$ cat src/rtl/dcc_pkg.sv
// Shared constants for the decompression channel controller.
// Assumes a 2-bit configuration address and an 8-bit write data word.
package dcc_pkg;
    localparam int unsigned CFG_AW = 2;
    localparam int unsigned CFG_DW = 8;
    localparam int unsigned ST_W   = 2;

    typedef enum logic [CFG_AW-1:0] {
        ADR_CTRL = 2'd0,   // bit0 enable, bit1 halt at record, bit2 halt at transfer
        ADR_MODE = 2'd1,   // bit0 pass-through select
        ADR_STAT = 2'd2,   // write-one-to-clear status
        ADR_MASK = 2'd3    // interrupt mask
    } cfg_adr_e;

    localparam int unsigned ST_REC = 0;
    localparam int unsigned ST_XFR = 1;
endpackage

$ cat src/rtl/dcc_pipe.sv
// Tagged byte pipeline of STAGES registers, all advancing together.
// The entry into the last stage takes the decode hook result unless
// pass-through is selected. Assumes STAGES >= 2 and that pass changes
// only while the pipeline is empty.
module dcc_pipe #(
    parameter int unsigned DW     = 8,
    parameter int unsigned STAGES = 3
) (
    input  logic          clk,
    input  logic          rst_n,
    input  logic          adv,
    input  logic          pass,
    input  logic          in_v,
    input  logic [DW-1:0] in_d,
    input  logic          in_eor,
    input  logic          in_eot,
    output logic [DW-1:0] xf_in,
    input  logic [DW-1:0] xf_out,
    output logic          out_v,
    output logic [DW-1:0] out_d,
    output logic          out_eor,
    output logic          out_eot,
    output logic          busy
);
    localparam int unsigned LAST = STAGES - 1;

    logic [STAGES-1:0] v_q, eor_q, eot_q;
    logic [STAGES-1:0] v_n, eor_n, eot_n;
    logic [DW-1:0]     d_q [STAGES];
    logic [DW-1:0]     d_n [STAGES];

    // Next-value selection for each stage: head takes input, last takes decoded byte.
    for (genvar g = 0; g < STAGES; g++) begin : g_stage
        if (g == 0) begin : g_head
            assign v_n[g]   = in_v;
            assign eor_n[g] = in_v & in_eor;
            assign eot_n[g] = in_v & in_eot;
            assign d_n[g]   = in_d;
        end else if (g == LAST) begin : g_dec
            assign v_n[g]   = v_q[g-1];
            assign eor_n[g] = eor_q[g-1];
            assign eot_n[g] = eot_q[g-1];
            assign d_n[g]   = pass ? d_q[g-1] : xf_out;
        end else begin : g_mid
            assign v_n[g]   = v_q[g-1];
            assign eor_n[g] = eor_q[g-1];
            assign eot_n[g] = eot_q[g-1];
            assign d_n[g]   = d_q[g-1];
        end
    end

    // Stage registers: shift on advance, otherwise hold.
    always_ff @(posedge clk) begin
        if (!rst_n) begin
            v_q   <= '0;
            eor_q <= '0;
            eot_q <= '0;
            for (int i = 0; i < STAGES; i++) d_q[i] <= '0;
        end else if (adv) begin
            v_q   <= v_n;
            eor_q <= eor_n;
            eot_q <= eot_n;
            for (int i = 0; i < STAGES; i++) d_q[i] <= d_n[i];
        end
    end

    assign xf_in   = d_q[LAST-1];
    assign out_v   = v_q[LAST];
    assign out_d   = d_q[LAST];
    assign out_eor = eor_q[LAST];
    assign out_eot = eot_q[LAST];
    assign busy    = |v_q;

    // A frozen pipeline keeps its occupancy (trapped bytes stay put).
    assert_hold_R7: assert property (@(posedge clk) disable iff (!rst_n)
        !adv |=> $stable(v_q));
endmodule

$ cat src/rtl/dcc_ofifo.sv
// Output FIFO of DEPTH tagged bytes with a show-ahead head.
// Assumes the writer never writes while full and the reader never reads while empty.
module dcc_ofifo #(
    parameter int unsigned DW    = 8,
    parameter int unsigned DEPTH = 4
) (
    input  logic          clk,
    input  logic          rst_n,
    input  logic          wr,
    input  logic [DW-1:0] wr_d,
    input  logic          wr_eor,
    input  logic          wr_eot,
    input  logic          rd,
    output logic [DW-1:0] rd_d,
    output logic          rd_eor,
    output logic          rd_eot,
    output logic          full,
    output logic          empty
);
    localparam int unsigned AW = (DEPTH > 1) ? $clog2(DEPTH) : 1;
    localparam int unsigned CW = $clog2(DEPTH + 1);
    localparam int unsigned EW = DW + 2;

    logic [EW-1:0] mem [DEPTH];
    logic [AW-1:0] wp_q, rp_q;
    logic [CW-1:0] cnt_q;

    // Storage write; no reset needed since the count guards visibility.
    always_ff @(posedge clk) begin
        if (wr) mem[wp_q] <= {wr_eot, wr_eor, wr_d};
    end

    // Pointer and occupancy update.
    always_ff @(posedge clk) begin
        if (!rst_n) begin
            wp_q  <= '0;
            rp_q  <= '0;
            cnt_q <= '0;
        end else begin
            if (wr) wp_q <= (wp_q == AW'(DEPTH - 1)) ? '0 : wp_q + AW'(1);
            if (rd) rp_q <= (rp_q == AW'(DEPTH - 1)) ? '0 : rp_q + AW'(1);
            case ({wr, rd})
                2'b10:   cnt_q <= cnt_q + CW'(1);
                2'b01:   cnt_q <= cnt_q - CW'(1);
                default: cnt_q <= cnt_q;
            endcase
        end
    end

    assign {rd_eot, rd_eor, rd_d} = mem[rp_q];
    assign full  = (cnt_q == CW'(DEPTH));
    assign empty = (cnt_q == '0);

    assert_no_overflow_R12: assert property (@(posedge clk) disable iff (!rst_n)
        wr |-> !full);
    assert_no_underflow_R12: assert property (@(posedge clk) disable iff (!rst_n)
        rd |-> !empty);
endmodule

$ cat src/rtl/dcc_ctrl.sv
// Configuration and status registers of the channel: enable with halt
// options, gated pass-through select with clear pulse, sticky status and mask.
// Assumes decode events arrive only on edges where a byte enters the output FIFO.
module dcc_ctrl
    import dcc_pkg::*;
(
    input  logic              clk,
    input  logic              rst_n,
    input  logic              cfg_we,
    input  logic [CFG_AW-1:0] cfg_addr,
    input  logic [CFG_DW-1:0] cfg_wdata,
    input  logic              pipe_busy,
    input  logic              dec_eor,
    input  logic              dec_eot,
    input  logic              rd_eor_evt,
    input  logic              rd_eot_evt,
    output logic              en,
    output logic              pass,
    output logic              dict_clr,
    output logic [ST_W-1:0]   status,
    output logic              irq
);
    logic              en_q, hrec_q, hxfr_q, pass_q, clr_q;
    logic [ST_W-1:0]   st_q, mask_q;
    logic              wr_ctrl, wr_mode, wr_stat, wr_mask;
    logic              halt_hit, mode_chg;
    logic [ST_W-1:0]   st_set, st_clr;

    // Address decode of the single write strobe.
    always_comb begin
        wr_ctrl = cfg_we && (cfg_addr == ADR_CTRL);
        wr_mode = cfg_we && (cfg_addr == ADR_MODE);
        wr_stat = cfg_we && (cfg_addr == ADR_STAT);
        wr_mask = cfg_we && (cfg_addr == ADR_MASK);
    end

    // Halt condition and gated mode change.
    always_comb begin
        halt_hit = (dec_eor && hrec_q) || (dec_eot && hxfr_q);
        mode_chg = wr_mode && !en_q && !pipe_busy && (cfg_wdata[0] != pass_q);
    end

    // Status set and clear vectors.
    always_comb begin
        st_set         = '0;
        st_set[ST_REC] = rd_eor_evt;
        st_set[ST_XFR] = rd_eot_evt;
        st_clr         = wr_stat ? cfg_wdata[ST_W-1:0] : '0;
    end

    // Enable and halt options; a halt overrides a same-cycle write.
    always_ff @(posedge clk) begin
        if (!rst_n) begin
            en_q   <= 1'b0;
            hrec_q <= 1'b0;
            hxfr_q <= 1'b0;
        end else begin
            if (wr_ctrl) begin
                en_q   <= cfg_wdata[0];
                hrec_q <= cfg_wdata[1];
                hxfr_q <= cfg_wdata[2];
            end
            if (halt_hit) en_q <= 1'b0;
        end
    end

    // Pass-through select and its one-cycle dictionary clear pulse.
    always_ff @(posedge clk) begin
        if (!rst_n) begin
            pass_q <= 1'b0;
            clr_q  <= 1'b0;
        end else begin
            if (mode_chg) pass_q <= cfg_wdata[0];
            clr_q <= mode_chg;
        end
    end

    // Sticky status with write-one-to-clear, set winning; interrupt mask.
    always_ff @(posedge clk) begin
        if (!rst_n) begin
            st_q   <= '0;
            mask_q <= '0;
        end else begin
            st_q <= (st_q & ~st_clr) | st_set;
            if (wr_mask) mask_q <= cfg_wdata[ST_W-1:0];
        end
    end

    assign en       = en_q;
    assign pass     = pass_q;
    assign dict_clr = clr_q;
    assign status   = st_q;
    assign irq      = |(st_q & mask_q);

    assert_mode_gate_R3: assert property (@(posedge clk) disable iff (!rst_n)
        !$stable(pass_q) |-> $past(!en_q && !pipe_busy));
    assert_clr_pulse_R4: assert property (@(posedge clk) disable iff (!rst_n)
        clr_q == !$stable(pass_q));
    assert_halt_rec_R5: assert property (@(posedge clk) disable iff (!rst_n)
        (dec_eor && hrec_q) |=> !en_q);
    assert_halt_xfr_R6: assert property (@(posedge clk) disable iff (!rst_n)
        (dec_eot && hxfr_q) |=> !en_q);
    assert_sticky_R9: assert property (@(posedge clk) disable iff (!rst_n)
        (st_q[ST_REC] && !st_clr[ST_REC]) |=> st_q[ST_REC]);
endmodule

$ cat src/rtl/dcc_chan_ctrl.sv
// Top of the decompression channel controller: joins the input pop logic,
// the tagged pipeline, the output FIFO and the register block.
// Assumes the input FIFO shows its head byte while in_empty is low.
module dcc_chan_ctrl
    import dcc_pkg::*;
#(
    parameter int unsigned DW       = 8,
    parameter int unsigned STAGES   = 3,
    parameter int unsigned OF_DEPTH = 4
) (
    input  logic              clk,
    input  logic              rst_n,
    input  logic              in_empty,
    input  logic [DW-1:0]     in_data,
    input  logic              in_eor,
    input  logic              in_eot,
    output logic              in_pop,
    output logic [DW-1:0]     xf_in,
    input  logic [DW-1:0]     xf_out,
    input  logic              rd_en,
    output logic              rd_valid,
    output logic [DW-1:0]     rd_data,
    output logic              rd_eor,
    output logic              rd_eot,
    input  logic              cfg_we,
    input  logic [CFG_AW-1:0] cfg_addr,
    input  logic [CFG_DW-1:0] cfg_wdata,
    output logic              stat_en,
    output logic              stat_pass,
    output logic              stat_empty,
    output logic [ST_W-1:0]   stat_irq,
    output logic              irq,
    output logic              dict_clr
);
    logic          en, pass, busy, adv, of_full, of_empty, rd_fire, wr_fire;
    logic          p_v, p_eor, p_eot;
    logic [DW-1:0] p_d;

    // Flow control: advance when enabled and the output has room.
    always_comb begin
        adv     = en && !of_full;
        in_pop  = adv && !in_empty;
        wr_fire = adv && p_v;
        rd_fire = rd_en && !of_empty;
    end

    dcc_pipe #(.DW(DW), .STAGES(STAGES)) u_pipe (
        .clk(clk), .rst_n(rst_n), .adv(adv), .pass(pass),
        .in_v(in_pop), .in_d(in_data), .in_eor(in_eor), .in_eot(in_eot),
        .xf_in(xf_in), .xf_out(xf_out),
        .out_v(p_v), .out_d(p_d), .out_eor(p_eor), .out_eot(p_eot),
        .busy(busy)
    );

    dcc_ofifo #(.DW(DW), .DEPTH(OF_DEPTH)) u_ofifo (
        .clk(clk), .rst_n(rst_n),
        .wr(wr_fire), .wr_d(p_d), .wr_eor(p_eor), .wr_eot(p_eot),
        .rd(rd_fire), .rd_d(rd_data), .rd_eor(rd_eor), .rd_eot(rd_eot),
        .full(of_full), .empty(of_empty)
    );

    dcc_ctrl u_ctrl (
        .clk(clk), .rst_n(rst_n),
        .cfg_we(cfg_we), .cfg_addr(cfg_addr), .cfg_wdata(cfg_wdata),
        .pipe_busy(busy),
        .dec_eor(wr_fire && p_eor), .dec_eot(wr_fire && p_eot),
        .rd_eor_evt(rd_fire && rd_eor), .rd_eot_evt(rd_fire && rd_eot),
        .en(en), .pass(pass), .dict_clr(dict_clr), .status(stat_irq), .irq(irq)
    );

    assign rd_valid   = !of_empty;
    assign stat_en    = en;
    assign stat_pass  = pass;
    assign stat_empty = !busy;

    assert_pop_room_R1: assert property (@(posedge clk) disable iff (!rst_n)
        in_pop |-> (stat_en && !in_empty));
endmodule

$ cat config.mk
export PLATFORM = sky130hd
export DESIGN_NAME = dcc_chan_ctrl
export DESIGN_NICKNAME = d
export VERILOG_FILES = /design/src/rtl/dcc_pkg.sv /design/src/rtl/dcc_pipe.sv /design/src/rtl/dcc_ofifo.sv /design/src/rtl/dcc_ctrl.sv /design/src/rtl/dcc_chan_ctrl.sv
export SDC_FILE = /design/constraint.sdc
export NUM_CORES = 1
export LEC_CHECK = 0
export BUFFER_PORTS_ARGS = -buffer_cell sky130_fd_sc_hd__buf_2
export CAP_MARGIN = 20
export CORE_ASPECT_RATIO = 1.4
export CORE_UTILIZATION = 50
export DETAILED_ROUTE_END_ITERATION = 10
export GPL_ROUTABILITY_DRIVEN = 0
export GPL_TIMING_DRIVEN = 1
export PLACE_DENSITY = 0.72
export SLEW_MARGIN = 20
export SYNTH_ARGS = -nofsm -noshare
export SYNTH_HDL_FRONTEND = slang
export SYNTH_SLANG_ARGS = --single-unit
$ cat constraint.sdc
create_clock -name clk -period 2.5 [get_ports clk]
set_input_delay 0.75 -clock clk [delete_from_list [all_inputs] [get_ports clk]]
set_output_delay 0.75 -clock clk [all_outputs]
set_load 0.005 [all_outputs]
==> results of run 1 <==
[cell families after synthesis]
kind of cell    Yosys count  share of synthesized area, %
flops                    91                          67.0
simple gates             70                          10.8
compound gates           33                          5.41
mux                      25                          11.0
buf+inv                  18                          2.45
fa+ha+maj                 7                          2.59
xor+xnor                  3                         0.715
[per-layer routing]
metal  part of all wire (%)  up-vias  global-route usage [%]
li1                       -     1055                       -
met1                     42     1018                    19.8
met2                     53       44                    26.4
met3                    3.6       12                    4.55
met4                    2.1        0                    7.40
met5                      0        -                       0
[critical path: stages, from the launching register on]
cell and delay [ns]:
dfxtp_1 0.31, buf_4 0.20, mux4_1 0.59, buf_2 0.15
[worst max path at each step]
| stage | to | from |
|---|---|---|
| final | rd_data[6] | flop |
| after global routing | rd_data[6] | flop |
| after CTS | rd_data[6] | flop |
| after detailed placement | u_ofifo.cnt_q[2] | rd_en |
| after global placement | u_ofifo.cnt_q[2] | rd_en |
| after floorplan | u_ofifo.cnt_q[2] | rd_en |
[per-stage QoR]
| stage | total power [W] | instance area, sq um |
|---|---|---|
| final | 0.00263 | 4240 |
| after detailed placement | 0.00177 | 4060 |
| after global placement | 0.00177 | 4060 |
| after CTS | 0.00267 | 4240 |
| after floorplan | 0.00172 | 3680 |
| after global routing | 0.00274 | 4240 |
[layout make-up]
| type | instances | area share, % |
|---|---|---|
| multi-input cells | 138 | 26.5 |
| flip-flops and latches | 91 | 58.1 |
| well taps | 95 | 2.80 |
| clock buffers | 9 | 2.92 |
| inverters | 8 | 0.708 |
| clock inverters | 7 | 1.36 |
| repair buffers | 61 | 7.62 |
[sequential cells by signal, summed over array words and instances, names as in the netlist, 2 cells and up, named ones only]
register / flops
u_pipe.eot_q: 3
u_ofifo.rp_q: 2
u_pipe.v_q: 3
u_ofifo.wp_q: 2
u_pipe.eor_q: 3
u_ofifo.mem: 40
u_ofifo.cnt_q: 3
u_ctrl.mask_q: 2
u_ctrl.status: 2
u_pipe.d_q: 24
[cell usage in the layout, fill, tap and decap left out, drive strengths merged]
| master | n |
|---|---|
| inv | 12 |
| a22o | 2 |
| fa | 1 |
| a211oi | 1 |
| dfxtp | 27 |
| nand2 | 4 |
| a311oi | 1 |
| ha | 6 |
| o21ai | 11 |
| a21oi | 14 |
| nor2 | 22 |
| buf | 61 |
| and2 | 20 |
| mux4 | 10 |
| or4 | 1 |
| nand4b | 4 |
| a21bo | 1 |
| nor3 | 3 |
| xnor2 | 1 |
| or3b | 1 |
| or3 | 2 |
| mux2i | 15 |
| edfxtp | 64 |
| a22oi | 2 |
| clkbuf | 9 |
| nor3b | 2 |
| nand3 | 9 |
| and4bb | 1 |
| clkinvlp | 1 |
| clkinv | 2 |
| nand4 | 1 |
| xor2 | 2 |
| o31a | 1 |
[report_power, final]
part           internal, W  switching [W]   total, W
logic            0.0000413      0.0000495  0.0000909
registers          0.00163      0.0000139    0.00165
clock network     0.000377       0.000522   0.000899
total              0.00205       0.000585    0.00263
==> results.ini, run 1 <==
[placement]
io_buffers = 54
dp_hpwl_microns = 3890
post-place-cells = 393
dp_slack_ns = 0.218

[drt]
drt_wl_total_microns = 5740
drc_errors = 0
postRouteAntennaNets = 0
viasPerCell = 5.21
num_vias = 2129
drtPass1Iterations = 4
drt_iter0_markers = 113
post_drt_wl_per_cell_microns = 14.0

[worst_setup_path]
cp.arrival_ns = 1.60
r2r_start = u_ofifo.cnt_q[2]
reg2reg_depth = 9
worstSetupPathType = flop to output pin
critPathCaptureType = output pin
regToRegSetupSlack_ns = 0.39
required_ns = 1.75
timing.rr.end = u_ofifo.cnt_q[2]
cp_max_fo = 10
start_kind = flop

[synth]
synth_edf_count = 64
synth_area_sq_um = 3680
syn_nets = 287
synthArstFlopShare_pct = 0
yosysMostFrequentCell = edfxtp_1
syn-mean-instance-area_sq_um = 14.9
synth_cell_types = 37
ys.flop_type = edfxtp_1
netlist_top_cells_area = edfxtp_1 52%, dfxtp_1 15%, mux4_1 5.7%, mux2i_1 4.1%, and2_1 3.4%
yosysSeqAreaShare_pct = 67.0
netlist.top_cell.by_area = edfxtp_1
synth.top_cell.area_share_pct = 52.3
synth_cells = 247
ys_ff_latch = 91
yosys-top-cells-count = 64 x edfxtp_1, 27 x dfxtp_1, 22 x nor2_1
ys_warn_count = 0

[outcome]
status = finished, final reports clean

[grt]
grt_pass1_wl_microns = 9110
grt_pass1_vias = 1995
grt_overflow = 0
antenna_found_initial = 0
grt_start_max_net_pins = 26
track_usage_pct = 16.2

[cells_and_area]
final_util_pct = 60.3
nFillCells = 571
area_growth_pct = 15.3
num-nets-final = 349
fin_cells = 409
n_antenna_cell = 0
regArea_sq_um = 2460
multiInputGateArea_sq_um = 1120
drive_above_1_share_pct = 27.4

[timing]
fmax_mhz = 425
layout_setup_ws_ns = 0.150
tightestPinTransition_ns = 0.646
worst_hold_slack_ns = 0.461
rsz0062_at_grt = no
setup_tns_ns = 0
fin_crit_sh_pct = 94.0
slew_headroom_pct = 56.7
finalSetupViolCount = 0
timing.final.crit_period_ns = 2.35
fin_worst_skew_ns = 0.00761
final_max_slew_viol_count = 0
finalHoldViolations = 0

[flow_run]
cap_violations = 0

[floorplanning]
placeableCoreArea_sq_um = 7030
chipHeight_microns = 103
die-area_sq_um = 7700
start_util_pct = 52.3
pin_count = 60
dieWidth_microns = 74.5
row_count = 36

[power_and_ir_drop]
irDropWorstVdd_uv = 485
leakage_nw = 1.55
power.density_nw_per_um2 = 622

[clock_tree]
worstSkewPairLatency_ns = 0.35
cts-resized-gates = 0
cts_setup_buffers = 0
htree_levels = 3
clock-sinks = 91
clock_path_buffers = 2
root_buffer = clkbuf_8
ctsHoldBuffers = 0
clkTransAtPathRegs_ns = 0.09
cts_made_buffers = 9
cts_tree = built

[min_path]
holdPathStages = 2
min_to = u_pipe.eot_q[2]
min_from = u_pipe.eot_q[1]
hold_path.class = flop to flop

Note: power is estimated with default switching activity, not from simulation.
==> run 2: changes to the inputs <==
--- a/config.mk
+++ b/config.mk
@@ -9,11 +9,12 @@
 export CAP_MARGIN = 20
 export CORE_ASPECT_RATIO = 1.4
 export CORE_UTILIZATION = 50
+export CTS_BUF_LIST = sky130_fd_sc_hd__clkbuf_4 sky130_fd_sc_hd__clkbuf_8
 export DETAILED_ROUTE_END_ITERATION = 10
-export GPL_ROUTABILITY_DRIVEN = 0
 export GPL_TIMING_DRIVEN = 1
 export PLACE_DENSITY = 0.72
 export SLEW_MARGIN = 20
 export SYNTH_ARGS = -nofsm -noshare
 export SYNTH_HDL_FRONTEND = slang
+export SYNTH_HIERARCHICAL = 1
 export SYNTH_SLANG_ARGS = --single-unit
==> run 2 against run 1 <==
- hold slack improved by 0.019 ns
- largest cell class unchanged
- sequential cell count did not move
- cell count shrank 0.73%
- sequential power barely moved
- largest power group unchanged
- global-route usage grew 1.2 points
- register-to-register slack lost 0.21 ns
==> results.ini, run 2 <==
[grt]
grt_pass1_wl_microns = 9660  ; +6.0%
grt_start_max_net_pins = 29  ; +12%
grt_overflow = 0  ; unchanged
track_usage_pct = 17.4  ; +1.2 points
antenna_found_initial = 0  ; unchanged
grt_pass1_vias = 2006  ; +0.55%

[synth]
ys_warn_count = 6  ; +6
synth_cell_types = 39  ; +5.4%
yosys-top-cells-count = 64 x edfxtp_1, 27 x dfxtp_1, 23 x mux2i_1
synth_area_sq_um = 3710  ; +1.0%
ys.flop_type = edfxtp_1
synth_edf_count = 64  ; unchanged
syn-mean-instance-area_sq_um = 15.3  ; +2.7%
synthArstFlopShare_pct = 0  ; unchanged
synthSimpleGateAreaFrac_pct = 13.2  ; +2.4 points
netlist_top_cells_area = edfxtp_1 52%, dfxtp_1 15%, mux2i_1 6.2%, mux4_2 6.1%, and3_1 3.0%
synth_compound_area_share_pct = 1.85  ; -3.6 points
ys_ff_latch = 91  ; unchanged
synth.top_cell.area_share_pct = 51.8  ; -0.53 points
synth-xor-area-share_pct = 0.708  ; -0.0072 points
netlist.top_cell.by_area = edfxtp_1
yosysSeqAreaShare_pct = 66.3  ; -0.68 points
yosysMostFrequentCell = edfxtp_1
synth_top_family_by_area = simple AND/OR/NAND/NOR gates
syn_nets = 283  ; -1.4%
synth_cells = 243  ; -1.6%
synthMuxAreaShare_pct = 12.3  ; +1.2 points
synthAdderAreaFrac_pct = 2.56  ; -0.026 points

[cells_and_area]
largest-register = u_ofifo/mem
final_cell_mix = 64 x edfxtp_1, 54 x buf_2, 27 x dfxtp_1
n_antenna_cell = 0  ; unchanged
stdcell_area_sq_um = 4310  ; +1.7%
largest_reg_flops = 40  ; unchanged
final_common_cell = edfxtp_1
area_growth_pct = 16.1
final_util_pct = 61.0  ; +0.62 points
drive_above_1_share_pct = 30.5  ; +3.2 points
top_regs = u_ofifo/mem (40), u_pipe/d_q (24)
num-nets-final = 346  ; -0.86%

[worst_setup_path]
worstSetupPathType = flop to output pin
critPathBufInv = 2  ; unchanged
cp_max_fo = 10  ; unchanged
critPathCaptureType = output pin
cp_slowest_stage_delay_ns = 0.56  ; -0.03 ns
start_kind = flop
worstPathCellList = buf_4 > mux4_2 > buf_2
cp.arrival_ns = 1.60  ; about the same
required_ns = 1.75  ; about the same
critPathSlowestCell = mux4_2
crit_family = multiplexers

[floorplanning]
placeableCoreArea_sq_um = 7070  ; +0.64%
row_count = 36  ; unchanged
dieWidth_microns = 74.8  ; +0.50%
die-area_sq_um = 7780  ; +1.0%
chipHeight_microns = 104  ; +0.50%
start_util_pct = 52.5  ; +0.20 points
pin_count = 60  ; unchanged

[timing]
tightestPinTransition_ns = 0.556  ; -0.0893 ns
timing.final.crit_period_ns = 2.35  ; -0.00303 ns
fin_crit_sh_pct = 93.9  ; -0.12 points
worst_hold_slack_ns = 0.479  ; +0.0186 ns
fmax_mhz = 426  ; +0.13%
fin_worst_skew_ns = 0.0109  ; +0.00325 ns
final_max_slew_viol_count = 0  ; unchanged
slew_headroom_pct = 62.9  ; +6.2 points
finalHoldViolations = 0  ; unchanged
setup_tns_ns = 0  ; unchanged
finalSetupViolCount = 0  ; unchanged
rsz0062_at_grt = no

[clock_tree]
htree_levels = 3  ; unchanged
cts_tree = built
worstSkewPairLatency_ns = 0.35  ; about the same
root_buffer = clkbuf_8
clock-sinks = 91  ; unchanged
clock_path_buffers = 2  ; unchanged
clkTransAtPathRegs_ns = 0.09  ; about the same
cts_made_buffers = 9  ; unchanged

[placement]
dp_hpwl_microns = 4000  ; +2.7%
io_buffers = 54  ; unchanged
gp_congestion = 0.781
postPlaceCellArea_sq_um = 4090  ; +0.74%

[drt]
drc_errors = 0  ; unchanged
num_vias = 2068  ; -2.9%
post_drt_wl_per_cell_microns = 15.0  ; +6.8%
viasPerCell = 5.09  ; -2.1%
drtPass1Iterations = 4  ; unchanged
drt_wl_total_microns = 6090  ; +6.0%
drt_iter0_markers = 77  ; -32%
postRouteAntennaNets = 0  ; unchanged

[power_and_ir_drop]
irDropWorstVdd_uv = 356  ; -27%
leakage_nw = 1.67  ; +7.9%
power.total_w = 0.00282  ; +6.8%
power.density_nw_per_um2 = 653  ; +5.1%

[flow_run]
cap_violations = 0  ; unchanged

[outcome]
status = finished, final reports clean

[min_path]
hold_path.class = flop to flop

[run 2: changes by cell type in the layout (fill, tap and decap cells not counted), moves of 4 or more]
cell	previous run	this run
o21ai_0	11	4
nor2_1	22	9
mux4_2	2	10
mux2i_1	15	23
mux4_1	8	0
a21oi_1	14	1
and2_1	20	6
nand4b_1	4	0
and3_1	0	17
nand3_1	9	1
nor2b_1	0	16
[run 2: path summary, 6_finish.rpt]
path | startpoint | end | slack, ns | cells past startpoint
setup / recovery | flop | rd_eor | 0.15 | 3
hold / removal | u_pipe/eot_q[0] | u_pipe/eot_q[0] | 0.48 | 2
setup reg to reg | u_ofifo/cnt_q[0] | u_ofifo/cnt_q[2] | 0.18 | 10
hold reg to reg | u_pipe/eot_q[0] | u_pipe/eot_q[0] | 0.48 | 2
[run 2: layout make-up]
| class | instances | area (sq um) |
|---|---|---|
| clock buffer | 10 | 131 |
| clock inverter | 6 | 90.1 |
| fill | 577 | 2760 |
| timing repair buffer | 62 | 330 |
| tap | 95 | 119 |
| sequential | 91 | 2460 |
| multi-input combinational | 132 | 1140 |
| inverter | 10 | 37.5 |
[run 2: cells by family (layout without fill, tap and decap cells)]
family          count (synthesis)  after routing
flops                          91             91
simple gates                   78             78
mux                            33             33
buf+inv                        20             88
compound gates                 11             11
fa+ha+maj                       7              7
xor+xnor                        3              3
[run 2: stage by stage]
stage,setup slack [ns],instances
2_1_floorplan,0.235,243
3_3_place_gp,0.165,390
3_5_place_dp,0.0706,390
4_1_cts,0.0954,406
5_1_grt,0.0167,406
6_report,0.153,406
[run 2: layer usage]
metal,GRT usage [%],part of all wire (%)
met1,21.1,41
met5,0,0
met2,27.2,53
met3,5.23,2.6
met4,9.57,2.6
[run 2: report_power, final]
part	internal [W]	leakage (nW)	switching (W)
clock	0.000576	0.110	0.000499
combinational	0.0000448	0.727	0.0000526
sequential	0.00163	0.832	0.0000126
[run 2: worst register-to-register path, delay by kind of cell (launching register included)]
| family | cells | cell delay [ns] |
|---|---|---|
| AND/OR/NAND/NOR | 3 | 0.82 |
| adder cells (fa/ha/maj) | 2 | 0.55 |
| flip-flops | 1 | 0.34 |
| buffers and inverters | 3 | 0.23 |
| XOR/XNOR | 1 | 0.18 |
| AO/OA/AOI/OAI | 1 | 0.13 |
[run 2: what timing repair did]
| item | 4_1_cts | 5_1_grt |
|---|---|---|
| setup buffers | 0 | 0 |
| endpoints found under the setup margin | 0 | 1 |
| gates resized for setup | 0 | 1 |
| hold buffers | 0 | 0 |
| hold endpoints to repair | 0 | 0 |
==> run 3: changes to the inputs <==
--- a/config.mk
+++ b/config.mk
@@ -5,6 +5,7 @@
 export SDC_FILE = /design/constraint.sdc
 export NUM_CORES = 1
 export LEC_CHECK = 0
+export ABC_AREA = 1
 export BUFFER_PORTS_ARGS = -buffer_cell sky130_fd_sc_hd__buf_2
 export CAP_MARGIN = 20
 export CORE_ASPECT_RATIO = 1.4
==> run 3 against run 2 <==
- fmax grew 1.5%
- largest cell class unchanged
- critical endpoint is now rd_eot
- core utilization decreased by 1.9 points
- final area is 0.90% higher
- power increased by 5.5%
- sequential power up 2%
- highest routed layer unchanged
==> results.ini, run 3 <==
[timing]
finalHoldViolations = 0  ; unchanged
fin_crit_sh_pct = 92.5  ; -1.4 points
fmax_mhz = 433  ; +1.5%
tightestPinTransition_ns = 0.474  ; -0.0828 ns
finalSetupViolCount = 0  ; unchanged
setup_tns_ns = 0  ; unchanged
timing.final.crit_period_ns = 2.31  ; -0.0353 ns
rsz0062_at_grt = no
fin_worst_skew_ns = 0.00597  ; -0.00489 ns
final_max_slew_viol_count = 0  ; unchanged
slew_headroom_pct = 68.4  ; +5.5 points

[cells_and_area]
num-nets-final = 482  ; +39%
final_cell_mix = 72 x nor2_1, 65 x nand2_1, 64 x edfxtp_1
n_antenna_cell = 0  ; unchanged
top_regs = u_ofifo/mem (40), u_pipe/d_q (24)
largest_reg_flops = 40  ; unchanged
stdcell_area_sq_um = 4350  ; +0.90%
final_common_cell = nor2_1
drive_above_1_share_pct = 19.7  ; -11 points
largest-register = u_ofifo/mem
area_growth_pct = 14.4

[clock_tree]
worstSkewPairLatency_ns = 0.36  ; about the same
clock_path_buffers = 2  ; unchanged
cts_made_buffers = 9  ; unchanged
htree_levels = 3  ; unchanged
cts_setup_buffers = 0  ; unchanged
clkTransAtPathRegs_ns = 0.08  ; about the same
root_buffer = clkbuf_8
clock-sinks = 91  ; unchanged
cts_tree = built

[synth]
netlist_top_cells_area = edfxtp_1 51%, dfxtp_1 14%, nor2_1 7.1%, nand2_1 6.4%, inv_1 6.3%
ys_warn_count = 6  ; unchanged
ys.flop_type = edfxtp_1
synth_area_sq_um = 3800  ; +2.4%
synthArstFlopShare_pct = 0  ; unchanged
yosysSeqAreaShare_pct = 64.8  ; -1.5 points
synth_cell_types = 28  ; -28%
yosysMostFrequentCell = nor2_1
synth_edf_count = 64  ; unchanged
ys_ff_latch = 91  ; unchanged
synth.top_cell.area_share_pct = 50.5  ; -1.2 points
yosys-top-cells-count = 72 x nor2_1, 65 x nand2_1, 64 x edfxtp_1, 64 x inv_1, 27 x dfxtp_1
syn-mean-instance-area_sq_um = 9.98  ; -35%
synth_cells = 381  ; +57%
netlist.top_cell.by_area = edfxtp_1
syn_nets = 421  ; +49%

[power_and_ir_drop]
irDropWorstVdd_uv = 422  ; +18%
switchingPower_w = 0.000723  ; +28%
power.density_nw_per_um2 = 683  ; +4.5%
comb_power_share_pct = 10.3  ; +6.8 points
intPower_w = 0.00225  ; -0.18%
swShare_pct = 24.3  ; +4.3 points
leakage_nw = 1.92  ; +15%
clockPowerShare_pct = 33.1  ; -5.1 points
pwr-share-seq_pct = 56.6  ; -1.7 points

[placement]
io_buffers = 54  ; unchanged
dp_hpwl_microns = 4440  ; +11%
gp_congestion = 0.782  ; +0.14%
postPlaceCellArea_sq_um = 4150  ; +1.6%

[floorplanning]
pin_count = 60  ; unchanged
chipHeight_microns = 105  ; +1.2%
start_util_pct = 51.7  ; -0.86 points
die-area_sq_um = 7960  ; +2.3%
dieWidth_microns = 75.7  ; +1.2%
row_count = 37  ; +2.8%
placeableCoreArea_sq_um = 7360  ; +4.1%

[drt]
postRouteAntennaNets = 0  ; unchanged
post_drt_wl_per_cell_microns = 11.8  ; -21%
drc_errors = 0  ; unchanged
num_vias = 2610  ; +26%
drt_iter0_markers = 122  ; +58%
drt_wl_total_microns = 6430  ; +5.6%
drtPass1Iterations = 4  ; unchanged
viasPerCell = 4.80  ; -5.8%

[worst_setup_path]
worstSetupPathType = flop to output pin
required_ns = 1.75  ; about the same
cp_max_fo = 11  ; +1
critPathCaptureType = output pin
cp.arrival_ns = 1.56  ; -0.04 ns
start_kind = flop

[grt]
track_usage_pct = 18.3  ; +0.91 points
grt_start_max_net_pins = 25  ; -14%
grt_pass1_vias = 2450  ; +22%
grt_pass1_wl_microns = 10600  ; +9.7%
grt_overflow = 0  ; unchanged
antenna_found_initial = 0  ; unchanged

[outcome]
status = finished, final reports clean

[min_path]
hold_path.class = flop to flop

[flow_run]
cap_violations = 0  ; unchanged

-- run 3: what timing repair did --
action | in CTS | in global routing
hold buffers | 0 | 0
resized for setup | 0 | 1
setup endpoints to repair | 0 | 1
-- run 3: per-stage QoR --
step           setup slack, ns  total power, W  instances  utilization [%]  hold slack, ns
2_1_floorplan            0.655         0.00191        381                -           0.419
3_3_place_gp             0.472         0.00201        528             56.4           0.429
3_5_place_dp             0.426         0.00202        528             56.4           0.438
4_1_cts                 0.0228         0.00300        544             59.1           0.453
5_1_grt                 0.0834         0.00310        544             59.1           0.465
6_report                 0.188         0.00297        544             59.1           0.454
-- run 3: cell families (layout without fill, tap and decap cells) --
group                      Yosys count  in the layout  synth area share, %
buffers and inverters               77            143                 8.88
adders and majority gates            7              7                 2.50
AOI/OAI and AO/OA                   49             49                 6.98
DFF                                 91             91                 64.8
and+or+nand+nor                    157            157                 16.9
-- run 3: layer usage --
metal | global-route usage (%) | up-vias | part of all wire (%)
li1 | - | 1349 | -
met1 | 19.8 | 1209 | 41
met2 | 31.9 | 42 | 54
met3 | 3.18 | 10 | 2.8
met4 | 11.1 | 0 | 2.4
met5 | 0 | - | 0
-- run 3: power by group through the flow --
stage | logic (W) | clock network [W] | registers, W
3_5_place_dp | 0.000309 | 0 | 0.00172
5_1_grt | 0.000350 | 0.00106 | 0.00169
2_1_floorplan | 0.000209 | 0 | 0.00170
6_report | 0.000307 | 0.000982 | 0.00168
4_1_cts | 0.000309 | 0.00101 | 0.00168
3_3_place_gp | 0.000296 | 0 | 0.00171
-- run 3: worst max-delay path, cell delays in order (launching register included) --
cell	delay [ns]
dfxtp_1	0.44
inv_2	0.23
o21ai_1	0.09
o22ai_1	0.25
buf_2	0.18
-- run 3: final cells by class --
cell class,instances,area (sq um)
clock buffer,10,131
clock inverter,6,63.8
fill,638,3010
inverter,68,260
multi-input combinational,213,1000
sequential,91,2460
tap,97,121
timing repair buffer,59,308
-- run 3: final timing paths --
| path | startpoint | end | slack, ns | cells past startpoint |
|---|---|---|---|---|
| max | flop | rd_eot | 0.19 | 4 |
| max reg2reg | u_ofifo/cnt_q[2] | u_ofifo/cnt_q[2] | 0.44 | 15 |
| min reg2reg | u_pipe/eot_q[1] | u_pipe/eot_q[1] | 0.45 | 2 |
| min | u_pipe/eot_q[1] | u_pipe/eot_q[1] | 0.45 | 2 |
